`config.mk`:
```
export PLATFORM = sky130hd
export DESIGN_NAME = mbx_bank
export DESIGN_NICKNAME = d
export VERILOG_FILES = /design/src/rtl/mbx_pkg.sv /design/src/rtl/mbx_lock.sv /design/src/rtl/mbx_slot.sv /design/src/rtl/mbx_data_ram.sv /design/src/rtl/mbx_irq_merge.sv /design/src/rtl/mbx_bank.sv
export SDC_FILE = /design/constraint.sdc
export NUM_CORES = 2
export LEC_CHECK = 0
export ABC_AREA = 1
export BUFFER_PORTS_ARGS = -buffer_cell sky130_fd_sc_hd__clkbuf_2
export CORE_MARGIN = 4
export CORE_UTILIZATION = 45
export CTS_BUF_LIST = sky130_fd_sc_hd__clkbuf_2
export DETAILED_ROUTE_END_ITERATION = 10
export PLACE_DENSITY = 0.57
export SLEW_MARGIN = 20
export SYNTH_ARGS = -nofsm -noshare
export SYNTH_HDL_FRONTEND = slang
export SYNTH_HIERARCHICAL = 1
export SYNTH_SLANG_ARGS = --single-unit
```
`constraint.sdc`:
```
create_clock -name clk -period 12.5 [get_ports clk]
set_input_delay 0.625 -clock clk [delete_from_list [all_inputs] [get_ports clk]]
set_output_delay 0.625 -clock clk [all_outputs]
set_load 0.005 [all_outputs]
```
`src/rtl/mbx_pkg.sv`:
```
package mbx_pkg;
  localparam int ADDR_W = 12;

  typedef enum logic [3:0] {
    ST_FREE    = 4'h1,
    ST_CLAIMED = 4'h2,
    ST_SENT    = 4'h4,
    ST_ACKED   = 4'h8
  } mbx_state_e;

  localparam logic [5:0] OFF_OWNER    = 6'h00;
  localparam logic [5:0] OFF_DST_SET  = 6'h04;
  localparam logic [5:0] OFF_DST_CLR  = 6'h08;
  localparam logic [5:0] OFF_DST_STAT = 6'h0C;
  localparam logic [5:0] OFF_MODE     = 6'h10;
  localparam logic [5:0] OFF_MASK     = 6'h14;
  localparam logic [5:0] OFF_ICLR     = 6'h18;
  localparam logic [5:0] OFF_SEND     = 6'h1C;

  localparam logic [ADDR_W-1:0] LOCK_ADDR  = 12'hA00;
  localparam logic [31:0]       UNLOCK_KEY = 32'h1ACC_E551;
endpackage

```
`src/rtl/mbx_lock.sv`:
```
module mbx_lock
  import mbx_pkg::*;
(
  input  logic              clk,
  input  logic              rst,
  input  logic              wr_en_i,
  input  logic [ADDR_W-1:0] addr_i,
  input  logic [31:0]       wdata_i,
  output logic              unlocked_o
);
  always_ff @(posedge clk) begin
    if (rst) begin
      unlocked_o <= 1'b0;
    end else if (wr_en_i && addr_i == LOCK_ADDR) begin
      unlocked_o <= (wdata_i == UNLOCK_KEY);
    end
  end

  // only the key opens the bank
  p_key_only_r2: assert property (@(posedge clk) disable iff (rst)
    (wr_en_i && addr_i == LOCK_ADDR && wdata_i != UNLOCK_KEY) |=> !unlocked_o);
endmodule

```
`src/rtl/mbx_slot.sv`:
```
module mbx_slot
  import mbx_pkg::*;
#(
  parameter int NUM_SRC = 4,
  parameter int MASK_W  = 6
) (
  input  logic               clk,
  input  logic               rst,
  input  logic               wr_i,
  input  logic [5:0]         off_i,
  input  logic [31:0]        wdata_i,
  input  logic [NUM_SRC-1:0] acc_id_i,
  output mbx_state_e         state_o,
  output logic [NUM_SRC-1:0] owner_o,
  output logic               auto_o,
  output logic [NUM_SRC-1:0] dest_o,
  output logic [NUM_SRC-1:0] pend_o,
  output logic [MASK_W-1:0]  mask_o,
  output logic               data_ok_o
);
  logic [NUM_SRC-1:0] wid;
  logic [31:0]        owner_w;
  logic               valid_id;

  assign wid      = wdata_i[NUM_SRC-1:0];
  assign owner_w  = 32'(owner_o);
  assign valid_id = (wdata_i[31:NUM_SRC] == '0) && ($countones(wid) == 1);

  assign data_ok_o = (state_o == ST_CLAIMED) && (acc_id_i == owner_o);

  always_ff @(posedge clk) begin
    if (rst) begin
      state_o <= ST_FREE;
      owner_o <= '0;
      auto_o  <= 1'b0;
      dest_o  <= '0;
      pend_o  <= '0;
      mask_o  <= '0;
    end else if (wr_i) begin
      case (off_i)
        OFF_OWNER: begin
          if (state_o == ST_FREE && valid_id) begin
            owner_o <= wid;
            state_o <= ST_CLAIMED;
          end else if (state_o != ST_FREE && wdata_i == owner_w) begin
            state_o <= ST_FREE;
            owner_o <= '0;
            auto_o  <= 1'b0;
            dest_o  <= '0;
            pend_o  <= '0;
          end
        end
        OFF_DST_SET: dest_o <= dest_o | wid;
        OFF_DST_CLR: dest_o <= dest_o & ~wid;
        OFF_MODE: begin
          if (state_o == ST_CLAIMED && acc_id_i == owner_o) auto_o <= wdata_i[0];
        end
        OFF_MASK: mask_o <= wdata_i[MASK_W-1:0];
        OFF_ICLR: pend_o <= pend_o & ~wid;
        OFF_SEND: begin
          if (state_o == ST_CLAIMED && wdata_i == owner_w) begin
            if (auto_o) begin
              state_o <= ST_ACKED;
              pend_o  <= pend_o | dest_o | owner_o;
            end else begin
              state_o <= ST_SENT;
              pend_o  <= pend_o | dest_o;
            end
          end else if (state_o == ST_SENT && valid_id && (wid & dest_o) != '0 &&
                       wid != owner_o) begin
            state_o <= ST_ACKED;
            pend_o  <= (pend_o & ~wid) | owner_o;
          end
        end
        default: ;
      endcase
    end
  end

  // state is always one of the four one-hot codes
  p_state_onehot_r3: assert property (@(posedge clk) disable iff (rst)
    $onehot(state_o));

  // an owned mailbox keeps its owner until released
  p_claim_sticky_r4: assert property (@(posedge clk) disable iff (rst)
    (state_o != ST_FREE) |=> (owner_o == $past(owner_o) || owner_o == '0));

  // with auto-answer, a valid send lands directly in acknowledged
  p_auto_ack_r8: assert property (@(posedge clk) disable iff (rst)
    (wr_i && off_i == OFF_SEND && state_o == ST_CLAIMED && wdata_i == owner_w && auto_o)
    |=> state_o == ST_ACKED);

  // a free mailbox holds no owner, no auto-answer and no pending bits
  p_free_clean_r12: assert property (@(posedge clk) disable iff (rst)
    (state_o == ST_FREE) |-> (owner_o == '0 && !auto_o && pend_o == '0));
endmodule

```
`src/rtl/mbx_data_ram.sv`:
```
module mbx_data_ram #(
  parameter int DEPTH = 64,
  parameter int AW    = 6
) (
  input  logic          clk,
  input  logic          we_i,
  input  logic          re_i,
  input  logic [AW-1:0] addr_i,
  input  logic [31:0]   wdata_i,
  output logic [31:0]   rdata_o
);
  logic [31:0] mem [DEPTH];

  initial begin
    for (int i = 0; i < DEPTH; i++) mem[i] = '0;
  end

  always_ff @(posedge clk) begin
    if (we_i) mem[addr_i] <= wdata_i;
    if (re_i) rdata_o <= mem[addr_i];
  end
endmodule

```
`src/rtl/mbx_irq_merge.sv`:
```
module mbx_irq_merge #(
  parameter int NUM_MBX = 8,
  parameter int NUM_SRC = 4
) (
  input  logic                       clk,
  input  logic                       rst,
  input  logic [NUM_MBX*NUM_SRC-1:0] pend_flat_i,
  input  logic [NUM_MBX*NUM_SRC-1:0] mask_flat_i,
  output logic [NUM_SRC-1:0]         irq_o
);
  logic [NUM_SRC-1:0] raw;

  always_comb begin
    raw = '0;
    for (int m = 0; m < NUM_MBX; m++) begin
      raw = raw | (pend_flat_i[m*NUM_SRC +: NUM_SRC] & ~mask_flat_i[m*NUM_SRC +: NUM_SRC]);
    end
  end

  always_ff @(posedge clk) begin
    if (rst) irq_o <= '0;
    else     irq_o <= raw;
  end

  // no unmasked pending bit anywhere means quiet lines next cycle
  p_irq_quiet_r10: assert property (@(posedge clk) disable iff (rst)
    ((pend_flat_i & ~mask_flat_i) == '0) |=> (irq_o == '0));
endmodule

```
`src/rtl/mbx_bank.sv`:
```
module mbx_bank
  import mbx_pkg::*;
#(
  parameter int NUM_MBX    = 8,
  parameter int NUM_SRC    = 4,
  parameter int MASK_W     = 6,
  parameter int DATA_WORDS = 8
) (
  input  logic               clk,
  input  logic               rst,
  input  logic               wr_en_i,
  input  logic               rd_en_i,
  input  logic [ADDR_W-1:0]  addr_i,
  input  logic [31:0]        wdata_i,
  input  logic [NUM_SRC-1:0] acc_id_i,
  output logic [31:0]        rdata_o,
  output logic [NUM_SRC-1:0] irq_o
);
  localparam int IDX_W     = ADDR_W - 6;
  localparam int RAM_DEPTH = NUM_MBX * DATA_WORDS;
  localparam int RAM_AW    = (RAM_DEPTH > 1) ? $clog2(RAM_DEPTH) : 1;

  logic [IDX_W-1:0]  idx;
  logic [5:0]        off;
  logic [2:0]        word;
  logic              idx_ok, is_data, unlocked, wr_ok;
  logic [NUM_MBX-1:0] hit_vec, data_ok_vec;

  assign idx     = addr_i[ADDR_W-1:6];
  assign off     = addr_i[5:0];
  assign word    = off[4:2];
  assign idx_ok  = 32'(idx) < NUM_MBX;
  assign is_data = off[5] && (32'(word) < DATA_WORDS);
  assign wr_ok   = wr_en_i && unlocked && idx_ok;

  mbx_lock u_lock (
    .clk        (clk),
    .rst        (rst),
    .wr_en_i    (wr_en_i),
    .addr_i     (addr_i),
    .wdata_i    (wdata_i),
    .unlocked_o (unlocked)
  );

  mbx_state_e         state_a [NUM_MBX];
  logic [NUM_SRC-1:0] owner_a [NUM_MBX];
  logic [NUM_SRC-1:0] dest_a  [NUM_MBX];
  logic [NUM_SRC-1:0] pend_a  [NUM_MBX];
  logic [MASK_W-1:0]  mask_a  [NUM_MBX];
  logic               auto_a  [NUM_MBX];

  logic [NUM_MBX*NUM_SRC-1:0] pend_flat, mask_flat;
  logic [NUM_MBX*4-1:0]       state_flat;
  logic [NUM_MBX*MASK_W-1:0]  mask_all;

  for (genvar g = 0; g < NUM_MBX; g++) begin : g_slot
    assign hit_vec[g] = idx_ok && (idx == IDX_W'(g));

    mbx_slot #(.NUM_SRC(NUM_SRC), .MASK_W(MASK_W)) u_slot (
      .clk       (clk),
      .rst       (rst),
      .wr_i      (wr_ok && hit_vec[g]),
      .off_i     (off),
      .wdata_i   (wdata_i),
      .acc_id_i  (acc_id_i),
      .state_o   (state_a[g]),
      .owner_o   (owner_a[g]),
      .auto_o    (auto_a[g]),
      .dest_o    (dest_a[g]),
      .pend_o    (pend_a[g]),
      .mask_o    (mask_a[g]),
      .data_ok_o (data_ok_vec[g])
    );

    assign pend_flat[g*NUM_SRC +: NUM_SRC] = pend_a[g];
    assign mask_flat[g*NUM_SRC +: NUM_SRC] = mask_a[g][NUM_SRC-1:0];
    assign state_flat[g*4 +: 4]            = state_a[g];
    assign mask_all[g*MASK_W +: MASK_W]    = mask_a[g];
  end

  mbx_irq_merge #(.NUM_MBX(NUM_MBX), .NUM_SRC(NUM_SRC)) u_irq (
    .clk         (clk),
    .rst         (rst),
    .pend_flat_i (pend_flat),
    .mask_flat_i (mask_flat),
    .irq_o       (irq_o)
  );

  logic [RAM_AW-1:0] ram_addr;
  logic              ram_we;
  logic [31:0]       ram_q;

  assign ram_addr = RAM_AW'(32'(idx) * DATA_WORDS + 32'(word));
  assign ram_we   = wr_ok && is_data && ((data_ok_vec & hit_vec) != '0);

  mbx_data_ram #(.DEPTH(RAM_DEPTH), .AW(RAM_AW)) u_ram (
    .clk     (clk),
    .we_i    (ram_we),
    .re_i    (rd_en_i),
    .addr_i  (ram_addr),
    .wdata_i (wdata_i),
    .rdata_o (ram_q)
  );

  logic [31:0] ctl_rd, ctl_q;
  logic        sel_mem_q;

  always_comb begin
    ctl_rd = '0;
    if (addr_i == LOCK_ADDR) begin
      ctl_rd = 32'(unlocked);
    end else begin
      for (int m = 0; m < NUM_MBX; m++) begin
        if (hit_vec[m]) begin
          case (off)
            OFF_OWNER:    ctl_rd = 32'(owner_a[m]);
            OFF_DST_STAT: ctl_rd = 32'(dest_a[m]);
            OFF_MODE:     ctl_rd = {24'b0, state_a[m], 3'b0, auto_a[m]};
            OFF_MASK:     ctl_rd = 32'(mask_a[m]);
            OFF_ICLR:     ctl_rd = 32'(pend_a[m]);
            default:      ctl_rd = '0;
          endcase
        end
      end
    end
  end

  always_ff @(posedge clk) begin
    if (rst) begin
      ctl_q     <= '0;
      sel_mem_q <= 1'b0;
    end else if (rd_en_i) begin
      ctl_q     <= ctl_rd;
      sel_mem_q <= idx_ok && is_data;
    end
  end

  assign rdata_o = sel_mem_q ? ram_q : ctl_q;

  // a locked bank leaves every mailbox state and mask untouched
  p_locked_stable_r2: assert property (@(posedge clk) disable iff (rst)
    !unlocked |=> ($stable(state_flat) && $stable(mask_all)));
endmodule

```
# After elaboration in Yosys (flattened, before gate mapping)
# Memories as Yosys holds them, arrays and structs flattened. A register that Yosys moved wholly into a read port is not among the register bits.
# Cells that the tools add are included.
# classes
addsub	4
order_cmp	1
eq_ne	113
mux	164
bitwise_logic	81
n_reduce_logical	151
# ops
operator	count
4-bit 2-to-1 mux	88
8-bit one-hot mux with 5 select lines	8
32-bit 2-to-1 mux	9
32-bit by 4-bit equality test with 1-bit output	8
4-bit one-hot mux with 3 select lines	16
4-bit OR	39
4-bit AND	32
5-bit AND reduction	16
1-bit logical AND	79
4-bit one-hot mux with 2 select lines	8
4-bit AND reduction	16
3-bit by 1-bit != test with 1-bit output (second input constant)	16
4-bit inverter	9
32-bit adder	1
32-bit by 2-bit equality test with 1-bit output (second input constant)	1
32-bit by 29-bit equality test with 1-bit output (second input constant)	1
4-bit by 1-bit equality test with 1-bit output (second input constant)	8
4-bit by 2-bit equality test with 1-bit output (second input constant)	8
4-bit by 3-bit equality test with 1-bit output (second input constant)	8
4-bit equality test	8
2-bit by 1-bit != test with 1-bit output (second input constant)	16
4-bit by 1-bit != test with 1-bit output (second input constant)	8
4-bit != test	8
4-bit nonzero test	8
other kinds (21)	95
# totals
regBits	222
ram_bits	2048
input_bits	52
out_inout_bits	36
elab_cells	567
memories	1
# mem_list
memory	depth	word_bits	read_ports	rd_ports_with_merged_regs	write_ports	line	text
u_ram.mem	64	32	1	1	1	mbx_data_ram.sv:12	logic [31:0] mem [DEPTH];

# Logic depth before layout (Yosys ltp)
# depth
word_depth	11
mapped_depth	15
ltp_nobuf	15

# Cells and area by module
# Netlist, hierarchy kept.
# by_module_without_submodules
module	n_inst	cells_each	area_each_um2	seq_area_each_um2
mbx_data_ram	1	8444	86982.2	62459.9
mbx_slot	8	293	1801.7	460.4
mbx_bank	1	482	2529.9	180.2
mbx_irq_merge	1	96	430.4	80.1
mbx_lock	1	79	320.3	20.0

# Worst setup path after synthesis
# No wires, ideal clock.
# synth_timing
path_type	input port to flip-flop
start	input addr_i[11]
end	memory u_ram.mem[55][0], enable pin
setup_ps	502
arrival_time_ps	5137
t_required_ps	11998
slack_ps	6861
cell_stages	10
n_path_buf	1
path_cell_list	nor2_1 > nand2_1 > nor2_1 > inv_2 > nor2_2 > a22oi_1 > a311oi_1 > clkbuf_1 > inv_1 > nor4_1
# synth_between
elab_chain_len	7
word_cells_on_any_way	24
cone_classes	1 x order compare; 7 x eq/ne; 2 x mux; 1 x bitwise; 13 x reduce/logical
# synth_lines
item	line	text
start, declared	mbx_bank.sv:13	input logic [ADDR_W-1:0] addr_i,
6-bit by 4-bit less-than comparator with 1-bit output (tied with other cells)	mbx_bank.sv:32	assign idx_ok = 32'(idx) < NUM_MBX;
1-bit logical AND	mbx_bank.sv:57	assign hit_vec[g] = idx_ok && (idx == IDX_W'(g));
8-bit AND	mbx_bank.sv:94	assign ram_we = wr_ok && is_data && ((data_ok_vec & hit_vec) != '0);
8-bit nonzero test	mbx_bank.sv:94	
1-bit logical AND (*)	mbx_bank.sv:94	
net ram_we	mbx_bank.sv:90	logic ram_we;
1-bit 2-to-1 mux (*)	mbx_data_ram.sv:19	if (we_i) mem[addr_i] <= wdata_i;
1-bit 2-to-1 mux (implied by the code) (*)	mbx_data_ram.sv:19	
end, declared	mbx_data_ram.sv:12	
# Mark *: on every way through the listed nets, which the timed path passes. The rest lies on a longest branch.

# Final worst setup path
# layout_timing
start	input wdata_i[26]
end	register g_slot[3].u_slot.owner_o[0]
# layout_between
elab_chain_len	5
word_cells_on_any_way	8
cone_classes	1 x eq/ne; 1 x mux; 6 x reduce/logical
# layout_lines
item	line	text
start, declared	mbx_bank.sv:14	input logic [31:0] wdata_i,
28-bit logical NOT	mbx_slot.sv:27	assign valid_id = (wdata_i[31:NUM_SRC] == '0) && ($countones(wid) == 1);
1-bit logical AND	mbx_slot.sv:27	
1-bit logical AND	mbx_slot.sv:42	if (state_o == ST_FREE && valid_id) begin
2-bit nonzero test (no source line)	-	
3-bit AND reduction (no source line)	-	
end signal, assigned	mbx_slot.sv:43	owner_o <= wid;
end, declared	mbx_slot.sv:14	output logic [NUM_SRC-1:0] owner_o,
# Several ways; a longest one is shown, not always the timed one.
# A chain may end at the register's enable or synchronous reset.

==> flow_metrics.tcl <==
set metrics [dict create \
    wl_mm 348 \
    synth-main-ff-cell "edfxtp_1" \
    fmax_ghz 0.163 \
    maxSlewHeadroom_pct 8.91 \
    synth_area_sq_mm 0.105 \
    viasPerCell 5.29 \
    slowest_delay_ns 0.83 \
    first_pass_iters 8 \
    grt.met1_usage_pct 39.3 \
    setup_viol 0 \
    grt_overflow 0 \
    path_clk_slew_ns 0.10 \
    crit_buf_inv 10 \
    finalMaxSlewViolations 0 \
    worstPathRequired_ns 14.30 \
    holdCritPathClass "in -> reg" \
    hold_viol 0 \
    dp_hpwl_mm 194 \
    areaGrowthSynthToFinish_pct 10.3 \
    yosys.cell_count.top_type "nand2_1" \
    first_global_vias 77100 \
    ios 88 \
    root_buffer "clkbuf_2" \
    synth_cells 11400 \
    synth-edff-count 2080 \
    die_w_um 490 \
    dp_cells 14300 \
    coreArea_sq_mm 0.231 \
    cts_setup_buffers 0 \
    setup_tns_ns 0 \
    worst_setup_path_start_kind "input pin" \
    max_cap_viol_count 0 \
    cts_tree "built" \
    clock_path_buffers 4 \
    start_util_pct 45.4 \
    grt_start_max_net_pins 192 \
    use_met2_pct 44.4 \
    fillers 21700 \
    synth_fp_nets 11500 \
    htreeDepth 6 \
    path_class "in -> reg" \
    tightest_slew_ns 1.37 \
    rrSetupSlack_ns 7.03 \
    synth-seq-cells 2278 \
    outcome "finished clean" \
    ys_seq_area_share_pct 63.5 \
    layout-drive-gt1-share_pct 12.3 \
    fin_ws_ns 6.35 \
    design.die.area_sq_mm 0.240 \
    drc 0 \
    dpl_worst_slack_ns 6.95 \
    fin_crit_sh_pct 49.2 \
    synth_common_cells "nand2_1, edfxtp_1, nor2_1" \
    portBuffers 87 \
    drtIter0Drc 8753 \
    synth_top_area_cell "edfxtp_1" \
    grt_antenna_before_repair 19 \
    drt.antenna.violating_nets 0 \
    gp_congestion 0.907 \
    finalPower_w 0.0145 \
    worstPathArrival_ns 7.95 \
    p_leak_nw 50.2 \
    clkLatencyLatePin_ns 1.96 \
    power.ir.vdd_worst_mv 0.110 \
    end_kind "flop" \
    use_met3_pct 5.70 \
    synth_top_area_share_pct 59.7 \
    path_common_cell "dlygate4sd3_1" \
    yosysUniqueCellTypes 56 \
    crit_slowest_cell "dlygate4sd3_1" \
    rsz0062_at_grt "false" \
    fp-row-count 176 \
    track_usage_pct 28.2 \
    nets 12100 \
    grt-busiest-layer "met2" \
    crit_chain "dlygate4sd3_1, dlygate4sd3_1, clkbuf_2, nor2_1, dlygate4sd3_1, nand2_1, dlygate4sd3_1, nor2_1, dlygate4sd3_1, nand2_1, dlygate4sd3_1, nor2_8, dlygate4sd3_1, nand3b_2, nand2_1, nand3_1, dlygate4sd3_1, nand2_1, a21oi_1, dlygate4sd3_1" \
    synthTopCellsByArea "edfxtp_1, nand2_1, dfxtp_1, nor2_1, inv_1" \
    die_y_um 490 \
    path_delay_family "buffers and inverters" \
    path_max_fanout 22 \
    async_reset_ff_share_pct 0 \
    stdcell_count 15400 \
    vias 81700 \
    p_per_area_mw_per_mm2 126 \
    skew_ns 0.169 \
    avgSynthCellArea_sq_um 9.15 \
    wire_per_inst_um 22.5 \
    cts_made_buffers 610 \
    cts_sinks 2278 \
    grt_pass1_wl_mm 509 \
    period_minus_slack_ns 6.15 \
    ys_warn_count 6 \
]
[kinds of logic (layout without fill, tap and decap cells)]
group,Yosys count,count (layout),synth area share (%)
other,0,11,0
AOI/OAI and AO/OA,401,401,2.35
xor gates and xnor gates,16,16,0.134
and+or+nand+nor,7724,7724,29.4
adders and majority gates,24,24,0.344
buffers and inverters,994,1940,4.20
muxes,8,8,0.0861
DFF,2278,2278,63.5
[path summary, 6_finish.rpt]
check / end / depth (start not counted) / startpoint
max: g_slot[3].u_slot/owner_o[0]$_SDFFE_PP0P_ / 20 / wdata_i[26]
min: u_ram/mem[14][15]$_DFFE_PP_ / 3 / wdata_i[15]
max reg2reg: u_ram/mem[30][21]$_DFFE_PP_ / 14 / g_slot[3].u_slot/owner_o[1]$_SDFFE_PP0P_
min reg2reg: ctl_q[6]$_SDFFE_PP0P_ / 2 / ctl_q[6]$_SDFFE_PP0P_
[layer usage]
layer	up-vias	share of wire [%]	routed length [um]
met5	-	0.012	42
met4	6	2.7	9320
met3	587	9.0	31200
met2	3688	46	159000
met1	39100	43	148000
li1	38300	-	-
[per-stage QoR]
step	cell area [sq um]	hold WS (ns)	utilization [%]
detailed placement	109000	0.458	47.0
global placement	109000	0.451	47.0
finish	115000	0.251	50.0
global route	115000	0.170	50.0
floorplan	105000	0.443	-
CTS	115000	0.0169	50.0
[report_power, final]
group / internal (W) / total, W / leakage, nW / switching (W)
combinational: 0.000251 / 0.00108 / 25.9 / 0.000829
sequential: 0.00831 / 0.00832 / 20.3 / 0.0000161
clock: 0.00204 / 0.00512 / 3.98 / 0.00308
total: 0.0106 / 0.0145 / 50.2 / 0.00392
[registers in the layout (all words and copies together), names as in the netlist]
register	cells
u_ram/mem	2048
g_slot.u_slot/mask_o	48
g_slot.u_slot/dest_o	32
g_slot.u_slot/owner_o	32
g_slot.u_slot/pend_o	32
g_slot.u_slot/state_o	32
u_ram/rdata_o	32
ctl_q	8
g_slot.u_slot/auto_o	8
u_irq/irq_o	4
sel_mem_q	1
u_lock/unlocked_o	1
[tightest hold or removal path: cells and delay by family]
kind     cells  cell delay (ns)
buf+inv      3             1.31
[layout make-up]
class	count	area, sq um	area share [%]
Sequential cell	2278	66400	57.5
Timing Repair Buffer	426	3660	3.17
Inverter	525	2050	1.77
Clock buffer	855	4280	3.71
Tap cell	3026	3790	3.28
Multi-Input combinational cell	8173	34400	29.8
Antenna cell	11	27.5	0.0238
Clock inverter	134	835	0.723
[repair_timing]
item                                   4_1_cts  5_1_grt
hold buffers                               168        0
endpoints found under the hold margin     2661        0
gates resized for setup                      0        0
[placed cells by master, fill, tap and decap left out, types with 12 or more instances in the layout]
| master | count |
|---|---|
| clkinv_2 | 25 |
| nor2_4 | 81 |
| dfxtp_1 | 197 |
| clkinv_1 | 90 |
| nand4_1 | 80 |
| nor3_1 | 26 |
| a21oi_4 | 16 |
| nor3_2 | 13 |
| nand3_4 | 32 |
| nand3_2 | 17 |
| dlygate4sd3_1 | 161 |
| o211ai_1 | 31 |
| nor3_4 | 15 |
| nand2_1 | 6715 |
| a21oi_1 | 143 |
| o31ai_1 | 24 |
| buf_12 | 12 |
| clkbuf_2 | 913 |
| buf_2 | 19 |
| inv_2 | 85 |
| edfxtp_1 | 2080 |
| nand3_1 | 150 |
| a22oi_1 | 25 |
| buf_4 | 168 |
| nor2_1 | 502 |
| ha_1 | 16 |
| nand2_2 | 17 |
| nor2_2 | 21 |
| inv_1 | 431 |
| o21ai_0 | 132 |
Power figures use the tool's default switching activity.
